--- src/rtl/conio_pkg.sv ---
package conio_pkg;
  localparam int WORD_W = 32;

  typedef enum logic [1:0] {
    SEL_RX_CTRL = 2'd0,
    SEL_RX_DATA = 2'd1,
    SEL_TX_CTRL = 2'd2,
    SEL_TX_DATA = 2'd3
  } reg_sel_e;

  function automatic logic irq_level(input logic flag, input logic enable);
    return flag & enable;
  endfunction

  function automatic logic [WORD_W-1:0] ctrl_word(input logic flag, input logic enable);
    return {{(WORD_W-2){1'b0}}, enable, flag};
  endfunction
endpackage

--- src/rtl/conio_rx.sv ---
module conio_rx #(
  parameter int BW = 8
) (
  input  logic          clk,
  input  logic          rst_n,
  input  logic          in_valid,
  input  logic [BW-1:0] in_data,
  output logic          in_ready,
  input  logic          take,
  input  logic          ctrl_wr,
  input  logic          ctrl_ie,
  output logic          full,
  output logic [BW-1:0] held,
  output logic          ie
);
  logic accept;
  assign in_ready = ~full;
  assign accept   = in_valid & in_ready;

  always_ff @(posedge clk) begin
    if (!rst_n) begin
      full <= 1'b0;
      held <= '0;
      ie   <= 1'b0;
    end else begin
      if (accept) begin
        full <= 1'b1;
        held <= in_data;
      end else if (take) begin
        full <= 1'b0;
      end
      if (ctrl_wr) ie <= ctrl_ie;
    end
  end

  p_rx_accept_r3: assert property (@(posedge clk) disable iff (!rst_n)
    accept |=> (full && held == $past(in_data)));
  p_rx_hold_r4: assert property (@(posedge clk) disable iff (!rst_n)
    (full && !take) |=> (full && $stable(held)));
  p_rx_clear_r5: assert property (@(posedge clk) disable iff (!rst_n)
    (full && take) |=> !full);
endmodule

--- src/rtl/conio_tx.sv ---
module conio_tx #(
  parameter int BW = 8
) (
  input  logic          clk,
  input  logic          rst_n,
  input  logic          wr,
  input  logic [BW-1:0] wbyte,
  input  logic          ctrl_wr,
  input  logic          ctrl_ie,
  output logic          rdy,
  output logic          ie,
  output logic          out_valid,
  output logic [BW-1:0] out_data,
  input  logic          out_ready
);
  logic load, drained;
  assign load      = wr & rdy;
  assign drained   = ~rdy & out_ready;
  assign out_valid = ~rdy;

  always_ff @(posedge clk) begin
    if (!rst_n) begin
      rdy      <= 1'b1;
      out_data <= '0;
      ie       <= 1'b0;
    end else begin
      if (load) begin
        rdy      <= 1'b0;
        out_data <= wbyte;
      end else if (drained) begin
        rdy <= 1'b1;
      end
      if (ctrl_wr) ie <= ctrl_ie;
    end
  end

  p_tx_load_r7: assert property (@(posedge clk) disable iff (!rst_n)
    (wr && !out_valid) |=> (out_valid && out_data == $past(wbyte)));
  p_tx_hold_r8: assert property (@(posedge clk) disable iff (!rst_n)
    (out_valid && !out_ready) |=> (out_valid && $stable(out_data)));
  p_tx_done_r8: assert property (@(posedge clk) disable iff (!rst_n)
    (out_valid && out_ready) |=> !out_valid);
endmodule

--- src/rtl/conio_mmio.sv ---
module conio_mmio
  import conio_pkg::*;
#(
  parameter logic [31:0] BASE = 32'hFFFF_0000,
  parameter int          AW   = 32,
  parameter int          DW   = WORD_W,
  parameter int          BW   = 8
) (
  input  logic          clk,
  input  logic          rst_n,
  input  logic          bus_req,
  input  logic          bus_we,
  input  logic [AW-1:0] bus_addr,
  input  logic [DW-1:0] bus_wdata,
  output logic [DW-1:0] bus_rdata,
  input  logic          rx_in_valid,
  input  logic [BW-1:0] rx_in_data,
  output logic          rx_in_ready,
  output logic          tx_out_valid,
  output logic [BW-1:0] tx_out_data,
  input  logic          tx_out_ready,
  output logic          irq_rx,
  output logic          irq_tx
);
  localparam int OFF_W  = 4;
  localparam int LANE_W = 2;
  localparam int IE_BIT = 1;

  logic     hit, rd_evt, wr_evt;
  reg_sel_e rsel;
  logic     rx_take, rx_ctrl_wr, tx_data_wr, tx_ctrl_wr;
  logic     rx_full, rx_ie, tx_rdy, tx_ie;
  logic [BW-1:0] rx_held;

  assign hit    = (bus_addr[AW-1:OFF_W] == BASE[AW-1:OFF_W]) && (bus_addr[LANE_W-1:0] == '0);
  assign rsel   = reg_sel_e'(bus_addr[OFF_W-1:LANE_W]);
  assign rd_evt = bus_req & ~bus_we & hit;
  assign wr_evt = bus_req &  bus_we & hit;

  assign rx_take    = rd_evt && rsel == SEL_RX_DATA;
  assign rx_ctrl_wr = wr_evt && rsel == SEL_RX_CTRL;
  assign tx_ctrl_wr = wr_evt && rsel == SEL_TX_CTRL;
  assign tx_data_wr = wr_evt && rsel == SEL_TX_DATA;

  conio_rx #(.BW(BW)) u_rx (
    .clk(clk), .rst_n(rst_n),
    .in_valid(rx_in_valid), .in_data(rx_in_data), .in_ready(rx_in_ready),
    .take(rx_take), .ctrl_wr(rx_ctrl_wr), .ctrl_ie(bus_wdata[IE_BIT]),
    .full(rx_full), .held(rx_held), .ie(rx_ie)
  );

  conio_tx #(.BW(BW)) u_tx (
    .clk(clk), .rst_n(rst_n),
    .wr(tx_data_wr), .wbyte(bus_wdata[BW-1:0]),
    .ctrl_wr(tx_ctrl_wr), .ctrl_ie(bus_wdata[IE_BIT]),
    .rdy(tx_rdy), .ie(tx_ie),
    .out_valid(tx_out_valid), .out_data(tx_out_data), .out_ready(tx_out_ready)
  );

  always_comb begin
    bus_rdata = '0;
    if (rd_evt) begin
      unique case (rsel)
        SEL_RX_CTRL: bus_rdata = ctrl_word(rx_full, rx_ie);
        SEL_RX_DATA: bus_rdata = {{(DW-BW){1'b0}}, rx_held};
        SEL_TX_CTRL: bus_rdata = ctrl_word(tx_rdy, tx_ie);
        SEL_TX_DATA: bus_rdata = '0;
      endcase
    end
  end

  assign irq_rx = irq_level(rx_full, rx_ie);
  assign irq_tx = irq_level(tx_rdy, tx_ie);

  always_comb begin
    p_one_target_r2: assert ($onehot0({rx_take, rx_ctrl_wr, tx_ctrl_wr, tx_data_wr}));
  end
  p_irq_rx_r10: assert property (@(posedge clk) disable iff (!rst_n)
    irq_rx |-> !rx_in_ready);
  p_irq_tx_r10: assert property (@(posedge clk) disable iff (!rst_n)
    irq_tx |-> !tx_out_valid);
  p_miss_quiet_r2: assert property (@(posedge clk) disable iff (!rst_n)
    (bus_req && !hit) |-> (bus_rdata == '0));
endmodule

--- config.mk ---
export PLATFORM = sky130hd
export DESIGN_NAME = conio_mmio
export DESIGN_NICKNAME = d
export VERILOG_FILES = /design/src/rtl/conio_pkg.sv /design/src/rtl/conio_rx.sv /design/src/rtl/conio_tx.sv /design/src/rtl/conio_mmio.sv
export SDC_FILE = /design/constraint.sdc
export NUM_CORES = 1
export LEC_CHECK = 0
export ABC_AREA = 1
export BUFFER_PORTS_ARGS = -buffer_cell sky130_fd_sc_hd__buf_2
export CAP_MARGIN = 20
export CORE_ASPECT_RATIO = 1.75
export CORE_MARGIN = 2
export CORE_UTILIZATION = 34
export CTS_CLUSTER_DIAMETER = 40
export DETAILED_ROUTE_END_ITERATION = 6
export PLACE_DENSITY = 0.77
export SYNTH_ARGS = -nofsm -noshare
export SYNTH_HDL_FRONTEND = slang
export SYNTH_HIERARCHICAL = 1
export SYNTH_SLANG_ARGS = --single-unit
--- constraint.sdc ---
create_clock -name clk -period 1.45 [get_ports clk]
set_clock_uncertainty 0.15 [all_clocks]
set_input_delay 0.2175 -clock clk [delete_from_list [all_inputs] [get_ports clk]]
set_output_delay 0.2175 -clock clk [all_outputs]
set_load 0.01 [all_outputs]
==> impl_metrics.yaml, run 1 <==
sta:
  finalMaxSlewViolations: 0
  setup_viol: 8
  post-route-min-period_ps: 1520
  final.hold.worst_slack_ps: 29.5
  max_freq_mhz: 659
  timing.final.crit_share_pct: 105
  setup_slack_ps: -66.7
  rsz0062_at_grt: "yes"
  setup-tns-final_ps: -405
  final_hold_viol_count: 0
logic_synthesis:
  yosys_register_bits: 20
  synthTopCellsByArea: "dfxtp_1 29%, nand2_1 15%, nor2_1 15%"
  synthesis.area_per_instance_sq_um: 6.04
  syn_area_sq_mm: 0.00136
  synth-warning-count: 6
  post_synth_inst_count: 225
  synth.largest_area_cell: "dfxtp_1"
  synth.yosys.seq_area_share_pct: 29.4
  synth_top_cell_area_share_pct: 29.4
  netlist-cell-type-count: 20
worst_setup_path:
  timing_worst_setup_path_type: "flop to output pin"
  worst_setup_path_end_kind: "output pin"
  cp_data_arrival_time_ps: 1150
  worstSetupStartpoint: "u_tx/rdy"
  worstPathRequired_ps: 1080
  critical_path_peak_fanout: 7
  crit-reg2reg-launch: "u_rx/full"
  cp-start-kind: "flop"
global_route:
  globalRouteOverflowTotal: 0
  vias_in_the_first_global_route: 1214
  antenna_found_initial: 0
  global_route.usage.met2_pct: 27.2
  globalRouteTotalUtil_pct: 13.4
  grt-busiest-layer: "met2"
  groute.layer.met1.usage_pct: 12.0
  grt_util_met3_pct: 1.54
  largest_net_degree_at_the_start_of_global_routing: 21
  first_pass_grt_wire_length_mm: 4.66
clocking:
  cts_inserted_buffers: 3
  cts_htree_levels: 1
  tritoncts: "done"
  clk_path_buf_depth: 2
  clock_insertion_delay_worst_skew_ps: 260
  cts.reportedPaths.clkPinSlew_ps: 80
  cts-root-buf: "clkbuf_8"
  cts.sinks: 20
hold_path:
  hold_start: "bus_wdata[3]"
  hold_class: "input port to flop"
floorplanning:
  pin_count: 122
  fp.dieArea_sq_mm: 0.00454
  floorplan.die.height_um: 87.7
  core_region_area_sq_mm: 0.00387
  dieWidth_um: 51.8
  placement_rows: 30
  start_util_pct: 35.2
route:
  initialDrtViolationCount: 35
  detail_route.wl_per_cell_um: 9.01
  vias_per_cell: 4.11
  final_antenna_net_count: 0
  detailroute.via_count: 1460
  detail_route.wirelength_mm: 3.20
  drc_errors: 0
  drt_first_pass_iters: 4
power:
  switching_share_pct: 23.7
  internal_power_w: 0.00104
  clock_power_share_pct: 39.9
  comb_pwr_share_pct: 17.6
  power.switching_w: 0.000324
  sequentialPowerShare_pct: 42.4
  vdd_ir_drop_max_mv: 0.611
  report.power.total_w: 0.00137
  power_density_normalized_to_cell_area_mw_per_mm2: 707
  p_leak_nw: 1.09
outcome:
  violated_checks: "setup timing"
  status: "complete, but fails checks"
cells_and_area:
  final_cell_mix: "67 x buf_2, 54 x nand2_1, 42 x nor2_1, 25 x inv_1, 24 x conb_1"
  finalNetCount: 386
  antenna_cells_inserted: 0
  layout-drive-gt1-share_pct: 40.7
  area_growth_syn_to_layout_pct: 42.0
  mostFrequentLayoutCell: "buf_2"
place:
  port_buffers: 73
  place_ws_ps: -184
  detailed_place_hpwl_mm: 2.31
  gp_routability_congestion: 0.734
run:
  max_cap_viol_count: 0
## layer usage
metal,vias up,part of all wire [%]
li1,775,-
met4,0,0.97
met5,-,0
met2,73,56
met3,2,8.8
met1,610,34
## logic make-up (layout without fill, tap and decap cells)
logic type	Yosys count	after routing	synth area share, %
other cells	1	24	0.276
buf+inv	65	121	26.2
flops	20	20	29.4
simple gates	132	135	41.3
compound gates	7	7	2.76
## cell type report
class	instances	area, sq um
clock inverters	1	30.0
fillers	397	1930
well taps	48	60.1
repair buffers	80	465
inverters	37	141
multi-input cells	166	790
clock buffers	3	41.3
flip-flops and latches	20	404
## state kept, by name, summed over array words and instances (netlist names)
signal,count
u_tx/ie,1
u_rx/full,1
u_tx/out_data,8
u_rx/ie,1
u_rx/held,8
u_tx/rdy,1
## cell usage after synthesis (all sizes together)
cell     n
nand2   58
nand3   15
nor2    59
a21oi    3
conb     1
inv     37
o21ai    3
dfxtp   20
buf     28
a21boi   1
## power groups by stage
| stage | logic, W | clock network [W] | registers, W |
|---|---|---|---|
| after CTS | 0.000225 | 0.000562 | 0.000580 |
| after floorplan | 0.000172 | 0 | 0.000593 |
| after detailed placement | 0.000214 | 0 | 0.000593 |
| after global placement | 0.000211 | 0 | 0.000592 |
| after global routing | 0.000273 | 0.000586 | 0.000582 |
| final | 0.000241 | 0.000545 | 0.000579 |
## path summary, 6_finish.rpt
check,endpoint,slack [ps],depth (start not counted)
worst max register to register,u_rx/held[3],390,5
worst min register to register,u_rx/held[7],340,2
worst min-delay path,u_tx/out_data[3],30,3
worst max-delay path,bus_rdata[0],-70,5
## worst max-delay path: stages (launching register included)
cell and delay [ps]:
dfxtp_4 410, nand3_1 100, nand2_1 100, a21oi_2 40, nor2_2 100, buf_2 130
## metrics by stage
step	cell area, sq um	instances	utilization, %
floorplan	1450	248	-
global placement	1680	344	43.4
detailed placement	1680	344	43.4
CTS	1820	351	47.1
global route	1930	355	50.0
finish	1930	355	50.0
## timing repair
action / in CTS / in global routing
resized for setup: 14 / 28
pin swaps: 6 / 3
setup buffers: 2 / 1
setup endpoints to repair: 8 / 18
hold buffers: 0 / 1
cloned: 1 / 2
hold endpoints to repair: 0 / 1
(Power assumes the default switching activity.)
==> inputs of run 2 (changes only) <==
PLACE_DENSITY = 0.76   (was 0.77)
SYNTH_HIERARCHICAL = default   (was 1)
==> run 2 against run 1 <==
  * The flow still finishes with violations (setup timing)
  * Sequential power barely moved
  * First-iteration DRC count fell by 54%
  * Hold slack got worse by 7.0 ps
  * Non-clock buffer count grew 8
  * Combinational power increased by 9.1%
  * Fmax down 7.9%
  * Count of clock-buffer cells in the layout rose by 1
  * Clock power decreased by 25%
  * Die area is 2.9% higher
  * Register-to-register slack worse by 300 ps
  * Critical path depth rose by 4
==> impl_metrics.yaml, run 2 <==
cells_and_area:
  instances_no_fill: 367
  finalNetCount: 398
  filler_cell_count: 447
  mostFrequentLayoutCell: "buf_2"
  antenna_cells_inserted: 0
  register_area_sq_um: 402
  area_growth_syn_to_layout_pct: 42.2
  multiInputGateArea_sq_um: 807
  layout-drive-gt1-share_pct: 37.3
  final_cell_mix: "65 x buf_2, 53 x nand2_1, 42 x nor2_1, 33 x inv_1, 24 x conb_1"
  reg_top3: "u_rx.held: 8 flops, u_tx.out_data: 8 flops"
floorplanning:
  pin_count: 122
  placement_rows: 30
  start_util_pct: 35.9
  floorplan.die.height_um: 89.0
  dieWidth_um: 52.6
  core_region_area_sq_mm: 0.00390
  fp.dieArea_sq_mm: 0.00468
worst_setup_path:
  critical_path.top_delay_family: "simple AND/OR/NAND/NOR gates"
  timing.critical_path.cells: "buf_2 -> nor2_1 -> nand4_1 -> nor2_1 -> buf_4 -> and2_4 -> nand2_1 -> nor2_1 -> buf_2"
  timing.reg2reg.setup_slack_ps: 90
  cp_data_arrival_time_ps: 1280
  worstPathRequired_ps: 1080
  worst_setup_path_end_kind: "output pin"
  timing.reg2reg.worst_path_depth: 5
  cp_common_cell: "nor2_1"
  crit-reg2reg-launch: "u_tx.rdy"
  crit_slowest_cell: "nor2_1"
  cp-start-kind: "input port"
  max_stage_delay_ps: 160
  regToRegEndpoint: "u_tx.out_data[5]"
  timing_worst_setup_path_type: "input port to output pin"
  critical_path_peak_fanout: 3
  worstPathBufferInverterCount: 3
logic_synthesis:
  synth_top_cell_area_share_pct: 28.5
  yosysMostFrequentCell: "nand2_1"
  async_flop_share_pct: 0
  synth_enable_flop_cells: 0
  syn_area_sq_mm: 0.00140
  yosys_register_bits: 20
  synthesis.area_per_instance_sq_um: 6.10
  synth-warning-count: 0
  postSynth.topFlopCell: "dfxtp_1"
  post_synth_inst_count: 230
  synth.yosys.seq_area_share_pct: 28.5
  synth_top_cells_by_count: "54 x nand2_1, 53 x nor2_1, 34 x inv_1, 24 x buf_4, 20 x dfxtp_1"
  netlist-cell-type-count: 22
  synth.largest_area_cell: "dfxtp_1"
  synthTopCellsByArea: "dfxtp_1 29%, nand2_1 14%, nor2_1 14%"
global_route:
  largest_net_degree_at_the_start_of_global_routing: 21
  antenna_found_initial: 0
  vias_in_the_first_global_route: 1304
  globalRouteTotalUtil_pct: 14.0
  globalRouteOverflowTotal: 0
  first_pass_grt_wire_length_mm: 5.06
place:
  gp_routability_congestion: 0.842
  detailed_place_hpwl_mm: 2.83
  port_buffers: 73
  post-place-cells: 361
sta:
  setup_slack_ps: -197
  setup_viol: 8
  max_freq_mhz: 607
  rsz0062_at_grt: "yes"
  post-route-min-period_ps: 1650
  finalMaxSlewViolations: 0
  setup-tns-final_ps: -1240
  final_hold_viol_count: 0
  timing.final.crit_share_pct: 114
run:
  max_cap_viol_count: 0
clocking:
  cts.sinks: 20
  tritoncts: "done"
  cts.reportedPaths.clkPinSlew_ps: 70
  cts_htree_levels: 1
  clock_insertion_delay_worst_skew_ps: 250
  cts-root-buf: "clkbuf_8"
  cts_inserted_buffers: 3
  clk_path_buf_depth: 2
  ctsHoldBuffers: 0
hold_path:
  hold_class: "input port to flop"
  timing.hold.worst_path_depth: 3
  hold_start: "tx_out_ready"
  hold_path_end: "u_tx.rdy"
power:
  clock_power_share_pct: 32.8
  power.switching_w: 0.000322
  vdd_ir_drop_max_mv: 0.589
  power_density_normalized_to_cell_area_mw_per_mm2: 627
  switching_share_pct: 25.7
  comb_pwr_share_pct: 21.1
  p_leak_nw: 1.15
  sequentialPowerShare_pct: 46.1
  internal_power_w: 0.000929
route:
  detail_route.wl_per_cell_um: 9.77
  drt_first_pass_iters: 4
  detail_route.wirelength_mm: 3.59
  drc_errors: 0
  vias_per_cell: 4.26
  initialDrtViolationCount: 16
  detailroute.via_count: 1564
  final_antenna_net_count: 0
outcome:
  status: "complete, but fails checks"
  violated_checks: "setup timing"
run 2: how the worst max path moves through the flow:
stage                 start      endpoint  slack (ps)  cells past startpoint
5_1_grt        bus_addr[11]  bus_rdata[1]        -270                      9
2_1_floorplan   bus_addr[9]  bus_rdata[2]          30                      6
4_1_cts        bus_addr[10]  bus_rdata[4]        -180                      9
3_5_place_dp   bus_addr[13]  bus_rdata[6]        -220                      9
3_3_place_gp   bus_addr[13]  bus_rdata[6]        -220                      9
6_report        bus_addr[9]  bus_rdata[1]        -200                      9
run 2: power groups by stage:
stage | clock network [W] | logic, W | registers [W]
final | 0.000411 | 0.000263 | 0.000577
after global routing | 0.000452 | 0.000296 | 0.000579
after CTS | 0.000427 | 0.000250 | 0.000576
after detailed placement | 0 | 0.000237 | 0.000589
after global placement | 0 | 0.000233 | 0.000589
after floorplan | 0 | 0.000169 | 0.000588
run 2: logic make-up (layout without fill, tap and decap cells):
kind of cell	count (synthesis)	in the layout	share of synthesized area (%)
DFF	20	20	28.5
buffers and inverters	64	129	24.2
other	1	24	0.267
AOI/OAI and AO/OA	19	19	7.05
and+or+nand+nor	126	127	40.0
run 2: cell type report:
class	count	area share, %
clock buffers	4	2.76
inverters	37	6.96
multi-input cells	170	40.5
flip-flops and latches	20	20.1
well taps	48	3.01
repair buffers	88	26.7
run 2: per-layer routing:
metal	wire [um]	vias to the layer above	global-route usage, %
met2	2070	53	28.7
met3	174	2	0.669
met4	47	0	6.06
li1	-	827	-
met5	0	-	0
met1	1300	682	13.7
run 2: metrics by stage:
step	util, %	total power, W	setup slack, ps	instance area [sq um]	hold slack [ps]
CTS	49.2	0.00125	-179	1920	19.0
global placement	46.6	0.000822	-219	1820	280
finish	51.1	0.00125	-197	1990	22.5
global route	51.1	0.00133	-267	1990	14.1
floorplan	-	0.000757	31.1	1490	192
detailed placement	46.6	0.000826	-222	1820	283
run 2: timing repair:
action / CTS / global route
endpoints found under the setup margin: 10 / 18
pin swaps: 7 / 13
hold endpoints to repair: 0 / 0
resized for setup: 11 / 16
gates cloned: 0 / 1
setup buffers: 0 / 1
run 2: worst reg2reg max path, delay by kind of cell (launching register included):
family        cells  cell delay, ps
simple gates      4             710
buf+inv           1              60
flops             1             350
==> inputs of run 3 (changes only) <==
clock period = 1.4 ns   (was 1.45 ns; I/O delays follow)
==> run 3 against run 2 <==
  * The flow still finishes with violations (setup timing)
  * Global-route usage is 1.6 points higher
  * Clock power is 12% lower
  * Final area is 2.5% higher
  * Die area stayed put
  * Critical path depth stayed put
  * Total power is 1.1% lower
  * Cell count is 1.1% higher
  * Hold slack worse by 21 ps
  * Routed wire length is 0.86% higher
  * Worst setup slack better by 6.6 ps
  * Via count is 0.83% higher
  * First-iteration DRC count is 63% higher
  * Largest cell class unchanged
==> impl_metrics.yaml, run 3 (synthesis gave the netlist of run 2 again) <==
worst_setup_path:
  timing.reg2reg.setup_slack_ps: 20
  crit_slowest_cell: "and2_4"
  critical_path_peak_fanout: 6
  timing_worst_setup_path_type: "input port to output pin"
  cp-start-kind: "input port"
  timing.critical_path.cells: "buf_6 -> nor2_2 -> nand4_1 -> nor2_1 -> buf_4 -> and2_4 -> nand3_4 -> nor2_1 -> buf_2"
  max_stage_delay_ps: 150
  cp_common_cell: "nor2_1"
  worstPathRequired_ps: 1040
  worst_setup_path_end_kind: "output pin"
  cp_data_arrival_time_ps: 1230
hold_path:
  hold_class: "input port to flop"
clocking:
  cts_htree_levels: 1
  cts.sinks: 20
  cts_inserted_buffers: 3
  clock_insertion_delay_worst_skew_ps: 250
  cts-root-buf: "clkbuf_8"
  cts.reportedPaths.clkPinSlew_ps: 70
  tritoncts: "done"
  ctsHoldBuffers: 0
  clk_path_buf_depth: 2
global_route:
  global_route.usage.met2_pct: 30.6
  antenna_found_initial: 0
  grt_util_met3_pct: 0.669
  first_pass_grt_wire_length_mm: 5.55
  vias_in_the_first_global_route: 1433
  globalRouteTotalUtil_pct: 15.6
  largest_net_degree_at_the_start_of_global_routing: 21
  globalRouteOverflowTotal: 0
  grt-busiest-layer: "met2"
  groute.layer.met1.usage_pct: 15.6
route:
  drt_first_pass_iters: 4
  detail_route.wl_per_cell_um: 9.75
  initialDrtViolationCount: 26
  detailroute.via_count: 1577
  detail_route.wirelength_mm: 3.62
  drc_errors: 0
  vias_per_cell: 4.25
  final_antenna_net_count: 0
floorplanning:
  placement_rows: 30
  core_region_area_sq_mm: 0.00390
  dieWidth_um: 52.6
  start_util_pct: 35.9
  pin_count: 122
  fp.dieArea_sq_mm: 0.00468
  floorplan.die.height_um: 89.0
cells_and_area:
  antenna_cells_inserted: 0
  finalNetCount: 403
  reg_top3: "u_rx.held: 8 flops, u_tx.out_data: 8 flops"
  layout-drive-gt1-share_pct: 40.9
  final_cell_mix: "66 x buf_2, 51 x nand2_1, 39 x nor2_1, 33 x inv_1, 24 x conb_1"
  finished_core_util_pct: 52.4
  mostFrequentLayoutCell: "buf_2"
  area_growth_syn_to_layout_pct: 45.8
power:
  report.power.total_w: 0.00124
  vdd_ir_drop_max_mv: 0.720
  p_leak_nw: 1.16
  power_density_normalized_to_cell_area_mw_per_mm2: 605
place:
  port_buffers: 73
  gp_routability_congestion: 0.840
  detailed_place_hpwl_mm: 2.88
sta:
  final_hold_viol_count: 0
  rsz0062_at_grt: "yes"
  post-route-min-period_ps: 1590
  max_freq_mhz: 629
  setup_slack_ps: -190
  final.hold.worst_slack_ps: 1.61
  timing.final.crit_share_pct: 114
  finalMaxSlewViolations: 0
  setup_viol: 8
outcome:
  status: "complete, but fails checks"
  violated_checks: "setup timing"
run:
  max_cap_viol_count: 0
-- run 3: changes by cell type in the layout (fill, tap and decap cells not counted), sizes merged --
cell | previous run | this run
buf | 88 | 93
clkbuf | 4 | 3
-- run 3: what timing repair did --
action	CTS	global route
buffers inserted	0	3
endpoints found under the hold margin	0	0
pin swaps	8	20
gates cloned	0	1
setup endpoints to repair	11	23
resized for setup	8	28
-- run 3: layer usage --
| layer | routed length [um] | share of wire (%) |
|---|---|---|
| met5 | 0 | 0 |
| met2 | 2100 | 58 |
| met3 | 186 | 5.1 |
| met4 | 76 | 2.1 |
| met1 | 1260 | 35 |
-- run 3: metrics by stage --
stage	setup WS [ps]	instances	TNS, ps	area (sq um)
after detailed placement	-241	364	-3070	1840
final	-190	371	-1340	2040
after global placement	-247	364	-2840	1840
after CTS	-211	367	-1560	1920
after floorplan	-3.89	253	-23.4	1490
after global routing	-313	371	-2530	2040
-- run 3: worst paths after layout --
| check | to | cells after the start | startpoint |
|---|---|---|---|
| worst max-delay path | bus_rdata[7] | 9 | bus_addr[12] |
| worst min-delay path | u_tx.rdy | 3 | tx_out_ready |
| worst max register to register | u_tx.out_data[2] | 5 | u_tx.rdy |
| worst min register to register | u_rx.held[7] | 2 | u_rx.held[7] |
-- run 3: final cells by class --
type / count / area [sq um]
repair buffers: 93 / 559
clock buffers: 3 / 41.3
flip-flops and latches: 20 / 402
fillers: 391 / 1860
multi-input cells: 170 / 843
well taps: 48 / 60.1
inverters: 37 / 139
-- run 3: worst max-delay path, delay by kind of cell --
family,cells,cell delay [ps]
simple gates,6,650
buf+inv,3,350
-- run 3: report_power, final --
group          leakage, nW  internal [W]  switching (W)
sequential           0.163      0.000591     0.00000822
combinational        0.979      0.000124       0.000154
clock               0.0216      0.000191       0.000170
